**config.mk**
```make
export PLATFORM = sky130hd
export DESIGN_NAME = asym_delay_filter
export DESIGN_NICKNAME = d
export VERILOG_FILES = /design/src/rtl/apd_pkg.sv /design/src/rtl/apd_level_map.sv /design/src/rtl/apd_run_counter.sv /design/src/rtl/apd_out_stage.sv /design/src/rtl/asym_delay_filter.sv
export SDC_FILE = /design/constraint.sdc
export NUM_CORES = 1
export LEC_CHECK = 0
export BUFFER_PORTS_ARGS = -buffer_cell sky130_fd_sc_hd__buf_4
export CAP_MARGIN = 20
export CORE_UTILIZATION = 56
export CTS_CLUSTER_DIAMETER = 80
export DETAILED_ROUTE_END_ITERATION = 16
export GPL_ROUTABILITY_DRIVEN = 0
export HOLD_SLACK_MARGIN = 0.1
export MAX_ROUTING_LAYER = met4
export PLACE_DENSITY = 0.78
export REMOVE_ABC_BUFFERS = 1
export SKIP_CTS_REPAIR_TIMING = 1
export SYNTH_ARGS = -nofsm -noshare
export SYNTH_HDL_FRONTEND = slang
export SYNTH_SLANG_ARGS = --single-unit
```
**constraint.sdc**
```tcl
create_clock -name clk -period 3.5 [get_ports clk]
set_input_delay 0.7 -clock clk [delete_from_list [all_inputs] [get_ports clk]]
set_output_delay 0.7 -clock clk [all_outputs]
set_load 0.02 [all_outputs]
```
**src/rtl/apd_pkg.sv**
```systemverilog
package apd_pkg;

    localparam int unsigned DLY_W   = 15;
    localparam int unsigned DLY_MAX = (1 << DLY_W) - 1;

    typedef logic [DLY_W-1:0] dly_t;

    // per-tick view of the input after polarity mapping
    typedef struct packed {
        logic slow;   // input currently shows the slow level
        dly_t run;    // length of the slow run including this tick
    } run_view_t;

    // saturating increment of a run length
    function automatic dly_t run_inc(input dly_t cur);
        if (cur == dly_t'(DLY_MAX))
            return cur;
        return cur + dly_t'(1);
    endfunction

    // delays of zero behave as one tick
    function automatic dly_t eff_delay(input dly_t d);
        return (d == '0) ? dly_t'(1) : d;
    endfunction

endpackage

```
**src/rtl/apd_level_map.sv**
```systemverilog
module apd_level_map #(
    parameter bit SLOW_HIGH = 1'b1
) (
    input  logic din,
    input  logic slow_q,
    output logic is_slow,
    output logic dout
);
    generate
        if (SLOW_HIGH) begin : g_slow_high
            assign is_slow = din;
            assign dout    = slow_q;
        end else begin : g_slow_low
            assign is_slow = ~din;
            assign dout    = ~slow_q;
        end
    endgenerate
endmodule

```
**src/rtl/apd_run_counter.sv**
```systemverilog
module apd_run_counter
    import apd_pkg::*;
#(
    parameter int unsigned W = DLY_W
) (
    input  logic      clk,
    input  logic      rst,
    input  logic      is_slow,
    output run_view_t view
);
    localparam logic [W-1:0] RUN_TOP = {W{1'b1}};

    dly_t run_q;

    always_comb begin
        view.slow = is_slow;
        view.run  = is_slow ? run_inc(run_q) : '0;
    end

    always_ff @(posedge clk) begin
        if (rst)
            run_q <= '0;
        else
            run_q <= view.run;
    end

    AST_RUN_RESTART: assert property (@(posedge clk) disable iff (rst)
        !$past(is_slow) && !$past(rst) |-> run_q == '0);

    AST_RUN_NO_WRAP: assert property (@(posedge clk) disable iff (rst)
        $past(is_slow) && $past(run_q) == RUN_TOP && !$past(rst) |-> run_q == RUN_TOP);

    AST_RUN_CLEARED: assert property (@(posedge clk)
        $past(rst) |-> run_q == '0);
endmodule

```
**src/rtl/apd_out_stage.sv**
```systemverilog
module apd_out_stage
    import apd_pkg::*;
(
    input  logic      clk,
    input  logic      rst,
    input  run_view_t view,
    input  dly_t      delay,
    output logic      slow_q
);
    logic reached;

    always_comb reached = view.slow && (view.run >= eff_delay(delay));

    always_ff @(posedge clk) begin
        if (rst)
            slow_q <= 1'b0;
        else
            slow_q <= reached;
    end

    AST_SLOW_AFTER_RUN: assert property (@(posedge clk) disable iff (rst)
        slow_q |-> $past(view.slow));

    AST_SHORT_DELAY_PASS: assert property (@(posedge clk) disable iff (rst)
        !$past(rst) && $past(delay) <= dly_t'(1) && $past(view.slow) |-> slow_q);
endmodule

```
**src/rtl/asym_delay_filter.sv**
```systemverilog
module asym_delay_filter
    import apd_pkg::*;
#(
    parameter bit SLOW_HIGH = 1'b1
) (
    input  logic             clk,
    input  logic             rst,
    input  logic             din,
    input  logic [DLY_W-1:0] delay,
    output logic             dout
);
    localparam logic FAST_LVL = ~SLOW_HIGH;

    logic      is_slow;
    logic      slow_q;
    run_view_t view;

    apd_level_map #(.SLOW_HIGH(SLOW_HIGH)) u_map (
        .din     (din),
        .slow_q  (slow_q),
        .is_slow (is_slow),
        .dout    (dout)
    );

    apd_run_counter #(.W(DLY_W)) u_run (
        .clk     (clk),
        .rst     (rst),
        .is_slow (is_slow),
        .view    (view)
    );

    apd_out_stage u_out (
        .clk    (clk),
        .rst    (rst),
        .view   (view),
        .delay  (delay),
        .slow_q (slow_q)
    );

    AST_FAST_ONE_TICK: assert property (@(posedge clk) disable iff (rst)
        !$past(rst) && $past(din) == FAST_LVL |-> dout == FAST_LVL);

    AST_RESET_FAST: assert property (@(posedge clk)
        $past(rst) |-> dout == FAST_LVL);

    AST_POLARITY_SLOW: assert property (@(posedge clk) disable iff (rst)
        dout != FAST_LVL |-> $past(din) == SLOW_HIGH);
endmodule

```
==> run_results.csv, run 1 <==
group,metric,value,unit
min_path,hold_class,"reg2reg",
setup_path,start_kind,"flop",
clock_tree,htree_levels,1,
timing,rsz0062_at_grt,"no",
yosys,ys_top_cells_by_area,"dfxtp_1 (25%), ha_1 (15%), a21oi_1 (7.4%)",
timing,setup_viol,0,
setup_path,r2r-start,"u_run.run_q[0]$_SDFF_PP0_",
yosys,synth_top_area_share,24.8,%
cells_and_area,n_antenna_cell,0,
floorplanning,rows,17,
floorplanning,die-width,50.0,microns
timing,finClkSkew,10.8,ps
placement,hpwlAfterDp,2220,microns
placement,io_buffers,18,
setup_path,cp-end-kind,"flop",
timing,holdWs,530,ps
clock_tree,clk_pin_slew,100,ps
cells_and_area,syn_to_final_growth,13.9,%
floorplanning,start_util,59.0,%
floorplanning,core-area,2190,sq um
yosys,syn_area,1290,sq um
timing,finalMaxSlewViolations,0,
placement,placed_cells,214,
clock_tree,clock_sinks,16,
job,max_cap_viol_count,0,
yosys,yosys_most_used_dff,"dfxtp_1",
setup_path,required,3730,ps
min_path,min-delay-start,"u_run.run_q[11]$_SDFF_PP0_",
grt,grt_overflow,0,
cells_and_area,drive_above_1_share,17.9,%
min_path,whs_endpoint,"u_run.run_q[11]$_SDFF_PP0_",
setup_path,critPathKind,"reg2reg",
cells_and_area,nets,225,
clock_tree,clock_latency,300,ps
power_and_ir_drop,power_leakage,0.657,nW
yosys,synth_common_cells,"a21oi_1 (19), nand2_1 (19), inv_1 (17), nor2_1 (17)",
setup_path,r2r_cells,9,
min_path,whs_path_depth,2,
setup_path,r2r-end,"u_out.slow_q$_SDFF_PP0_",
grt,grt_usage,25.8,%
timing,period_needed,2800,ps
yosys,yosysUniqueCellTypes,37,
floorplanning,dieArea,2500,sq um
timing,hold_viol,0,
power_and_ir_drop,p_per_area,243,nW/um^2
yosys,ys_ff_latch,16,
setup_path,cp_max_fo,9,
timing,worst_pin_slew,396,ps
clock_tree,cts_buffers,3,
floorplanning,io_pins,19,
timing,post-route-period-util,80.0,%
yosys,avgSynthCellArea,7.56,sq um
routing,via_per_inst,5.68,
routing,drt-initial-drc-count,22,
clock_tree,tritoncts,"done",
routing,route.detailed.drc,0,
routing,ant_nets,0,
grt,grt_pass1_vias,1077,
yosys,async_flop_share,0,%
setup_path,cp.arrival,3030,ps
routing,dr_total_vias,1239,
routing,routed_wl,2760,microns
yosys,ys_warn_count,0,
yosys,seq_area_frac_synth,24.8,%
status,status,"finished, final reports clean",
grt,grt_pass1_wl,4660,microns
cells_and_area,stdcell_count,218,
yosys,syn_inst,171,
yosys,yosysTopAreaCell,"dfxtp_1",
grt,grt_antenna_before_repair,0,
clock_tree,cts_root_buf,"clkbuf_4",
routing,avgRoutedWirePerCell,12.7,microns
yosys,synth_edf_count,0,
timing,relSlewSlack,73.5,%
clock_tree,clock_path_buffers,2,
timing,finalSetupTns,0,ps
grt,grt_max_degree,15,
timing,fmaxAchievable,357,MHz
floorplanning,die_h,50.0,microns
setup_path,rrSetupSlack,700,ps
power_and_ir_drop,ir_drop,0.140,mV
routing,first_pass_iters,4,
[power breakdown]
group | internal, mW | switching, mW
logic | 0.0232 | 0.0236
registers | 0.183 | 0.00117
clock network | 0.0636 | 0.0639
[worst max-delay path, cell delays in order (launching register included)]
cell,delay [ps]
dfxtp_1,400
ha_1,230
nand4_2,240
nor3_1,250
mux2_2,360
and2_1,160
ha_1,300
nand4_1,110
or4_1,510
o21ai_0,170
[cell usage in the layout (no fill, tap or decap), types with 4 or more instances in the layout]
cell      n
ha_1     16
nor2_1   17
inv_1    17
mux2i_1   5
nand4_1   4
dfxtp_1  16
nor3_1    4
buf_4    19
a21oi_1  19
nand2_1  19
nor4_1    5
o21ai_0  11
[state kept, by name (all words and copies together), names as in the netlist]
signal / count
u_out.slow_q: 1
u_run.run_q: 15
[metal layers]
layer | GRT usage, % | up-vias | part of all wire [%]
met5 | - | - | 0
met4 | 14.3 | 0 | 2.5
met1 | 31.2 | 556 | 48
met2 | 41.1 | 28 | 47
met3 | 3.09 | 9 | 3.0
li1 | - | 646 | -
[kinds of logic after synthesis]
logic type	Yosys count	share of synthesized area [%]
AND/OR/NAND/NOR	73	29.9
AO/OA/AOI/OAI	38	16.8
buffers and inverters	21	7.55
adder cells (fa/ha/maj)	16	15.5
flip-flops	16	24.8
multiplexers	6	4.74
XOR/XNOR	1	0.678
[worst max path at each step]
| stage | start | to | cells past startpoint |
|---|---|---|---|
| 6_report | u_run.run_q[0]$_SDFF_PP0_ | u_out.slow_q$_SDFF_PP0_ | 9 |
| 5_1_grt | u_run.run_q[0]$_SDFF_PP0_ | u_out.slow_q$_SDFF_PP0_ | 9 |
| 4_1_cts | u_run.run_q[0]$_SDFF_PP0_ | u_out.slow_q$_SDFF_PP0_ | 9 |
| 3_5_place_dp | u_run.run_q[0]$_SDFF_PP0_ | u_out.slow_q$_SDFF_PP0_ | 9 |
| 3_3_place_gp | u_run.run_q[0]$_SDFF_PP0_ | u_out.slow_q$_SDFF_PP0_ | 9 |
| 2_1_floorplan | u_run.run_q[0]$_SDFF_PP0_ | u_out.slow_q$_SDFF_PP0_ | 9 |
[layout make-up]
| class | instances | area [sq um] |
|---|---|---|
| fillers | 187 | 718 |
| inverters | 17 | 63.8 |
| flip-flops and latches | 16 | 320 |
| multi-input cells | 134 | 875 |
| repair buffers | 19 | 143 |
| well taps | 28 | 35.0 |
| clock buffers | 4 | 36.3 |
[stage by stage]
step	area (sq um)	setup slack [ps]	utilization, %	power [mW]
6_report	1470	701	67.2	0.358
5_1_grt	1470	554	67.2	0.372
4_1_cts	1470	694	67.2	0.361
3_5_place_dp	1440	735	65.6	0.235
3_3_place_gp	1440	846	65.6	0.233
2_1_floorplan	1260	646	-	0.211
Note: power is estimated with default switching activity, not from simulation.
==> run 2: changes to the inputs <==
==> constraint.sdc (replaced) <==
create_clock -name clk -period 2.8 [get_ports clk]
set_input_delay 0.56 -clock clk [delete_from_list [all_inputs] [get_ports clk]]
set_output_delay 0.56 -clock clk [all_outputs]
set_load 0.02 [all_outputs]
==> run 2 against run 1 <==
Net effect:
- sequential power rose by 25%
- core utilization rose by 1.9 points
- first-iteration DRC count fell by 4.5%
- die area did not move
- power rose by 26%
- critical endpoint unchanged
==> run_results.csv, run 2 (synthesized netlist as in run 1, its figures left out) <==
group,metric,value,unit
floorplanning,io_pins,19,
cells_and_area,syn_to_final_growth,17.1,%
timing,finalMaxSlewViolations,0,
timing,fmaxAchievable,365,MHz
setup_path,critPathKind,"reg2reg",
cells_and_area,drive_above_1_share,20.6,%
cells_and_area,n_antenna_cell,0,
grt,grt_antenna_before_repair,0,
cells_and_area,largest_registers,"u_run.run_q (15), u_out.slow_q (1)",
placement,hpwlAfterDp,2230,microns
power_and_ir_drop,switching_share,25.1,%
power_and_ir_drop,combPwrFrac,12.9,%
routing,wl_met3,95,microns
grt,grt_max_degree,15,
setup_path,cp_max_fo,5,
routing,route.detailed.drc,0,
routing,dr_total_vias,1272,
power_and_ir_drop,power.switching,0.113,mW
clock_tree,clock_path_buffers,2,
timing,finalSetupTns,0,ps
timing,post-route-period-util,97.9,%
cells_and_area,largest_register_ffs,15,
routing,avgRoutedWirePerCell,12.9,microns
cells_and_area,regMostFlops,"u_run.run_q",
timing,holdWs,541,ps
routing,first_pass_iters,4,
clock_tree,clock_sinks,16,
clock_tree,clock_latency,300,ps
setup_path,cp-end-kind,"flop",
power_and_ir_drop,p_per_area,297,nW/um^2
timing,period_needed,2740,ps
grt,grt_pass1_vias,1126,
grt,grt_usage,25.4,%
clock_tree,htree_levels,1,
routing,via_per_inst,5.73,
timing,worst_pin_slew,477,ps
routing,wl_met2,1350,microns
clock_tree,clk_pin_slew,100,ps
routing,ant_nets,0,
power_and_ir_drop,ir_drop,0.168,mV
clock_tree,tritoncts,"done",
floorplanning,core-area,2190,sq um
timing,finClkSkew,0.909,ps
power_and_ir_drop,power_leakage,0.675,nW
floorplanning,start_util,59.0,%
power_and_ir_drop,internal_power,0.337,mW
timing,hold_viol,0,
power_and_ir_drop,power_frac_seq,51.2,%
setup_path,start_kind,"flop",
cells_and_area,mostFrequentLayoutCells,"buf_4 (23), nand2_1 (19), a21oi_1 (19)",
grt,grt_pass1_wl,4560,microns
placement,io_buffers,18,
routing,routed_wl,2860,microns
power_and_ir_drop,pwr-share-clk,35.9,%
timing,rsz0062_at_grt,"no",
min_path,hold_class,"reg2reg",
status,status,"finished, final reports clean",
floorplanning,rows,17,
floorplanning,die-width,50.0,microns
job,max_cap_viol_count,0,
cells_and_area,mostFrequentLayoutCell,"buf_4",
clock_tree,cts_buffers,3,
grt,grt_overflow,0,
clock_tree,cts_root_buf,"clkbuf_4",
setup_path,required,3030,ps
routing,routed.top_layer,"met4",
routing,wl_met1,1340,microns
setup_path,cp.arrival,2970,ps
floorplanning,dieArea,2500,sq um
timing,relSlewSlack,68.1,%
timing,setup_viol,0,
floorplanning,die_h,50.0,microns
routing,drt-initial-drc-count,21,
cells_and_area,nets,229,
-- run 2: cell type report --
| class | instances | area (sq um) |
|---|---|---|
| repair buffers | 23 | 173 |
| inverters | 17 | 63.8 |
| fillers | 183 | 677 |
| well taps | 28 | 35.0 |
| flip-flops and latches | 16 | 320 |
| multi-input cells | 134 | 886 |
| clock buffers | 4 | 36.3 |
-- run 2: critical path, stage by stage, from the launching register on --
cell and delay [ps]:
dfxtp_1 400, ha_1 250, nand4_2 180, nor3_1 220, mux2_2 360, and2_1 160, ha_1 290, nand4_1 120
or4_1 510, o21ai_0 180
-- run 2: path summary, 6_finish.rpt --
path / startpoint / endpoint / slack, ps / depth (start not counted)
max: u_run.run_q[0]$_SDFF_PP0_ / u_out.slow_q$_SDFF_PP0_ / 60 / 9
min: u_run.run_q[11]$_SDFF_PP0_ / u_run.run_q[11]$_SDFF_PP0_ / 540 / 2
max reg2reg: u_run.run_q[0]$_SDFF_PP0_ / u_out.slow_q$_SDFF_PP0_ / 60 / 9
min reg2reg: u_run.run_q[11]$_SDFF_PP0_ / u_run.run_q[11]$_SDFF_PP0_ / 540 / 2
-- run 2: per-stage QoR --
stage | area, sq um | power (mW) | setup slack (ps) | std cells | util (%)
2_1_floorplan | 1260 | 0.264 | -54.5 | 167 | -
3_3_place_gp | 1470 | 0.292 | 232 | 218 | 66.9
3_5_place_dp | 1470 | 0.295 | 61.0 | 218 | 66.9
4_1_cts | 1500 | 0.455 | 36.5 | 222 | 68.6
5_1_grt | 1510 | 0.469 | 0.138 | 222 | 69.1
6_report | 1510 | 0.450 | 59.2 | 222 | 69.1
-- run 2: layer usage --
metal / vias to the layer above / global-route usage, %
met5: - / -
met4: 0 / 16.2
met3: 9 / 4.63
met2: 25 / 40.2
met1: 585 / 29.0
li1: 653 / -
-- run 2: power groups by stage --
stage / sequential [mW] / combinational (mW) / clock (mW)
after CTS: 0.230 / 0.0591 / 0.165
after detailed placement: 0.236 / 0.0589 / 0
final: 0.230 / 0.0581 / 0.162
after global routing: 0.231 / 0.0667 / 0.172
after global placement: 0.235 / 0.0562 / 0
after floorplan: 0.235 / 0.0285 / 0
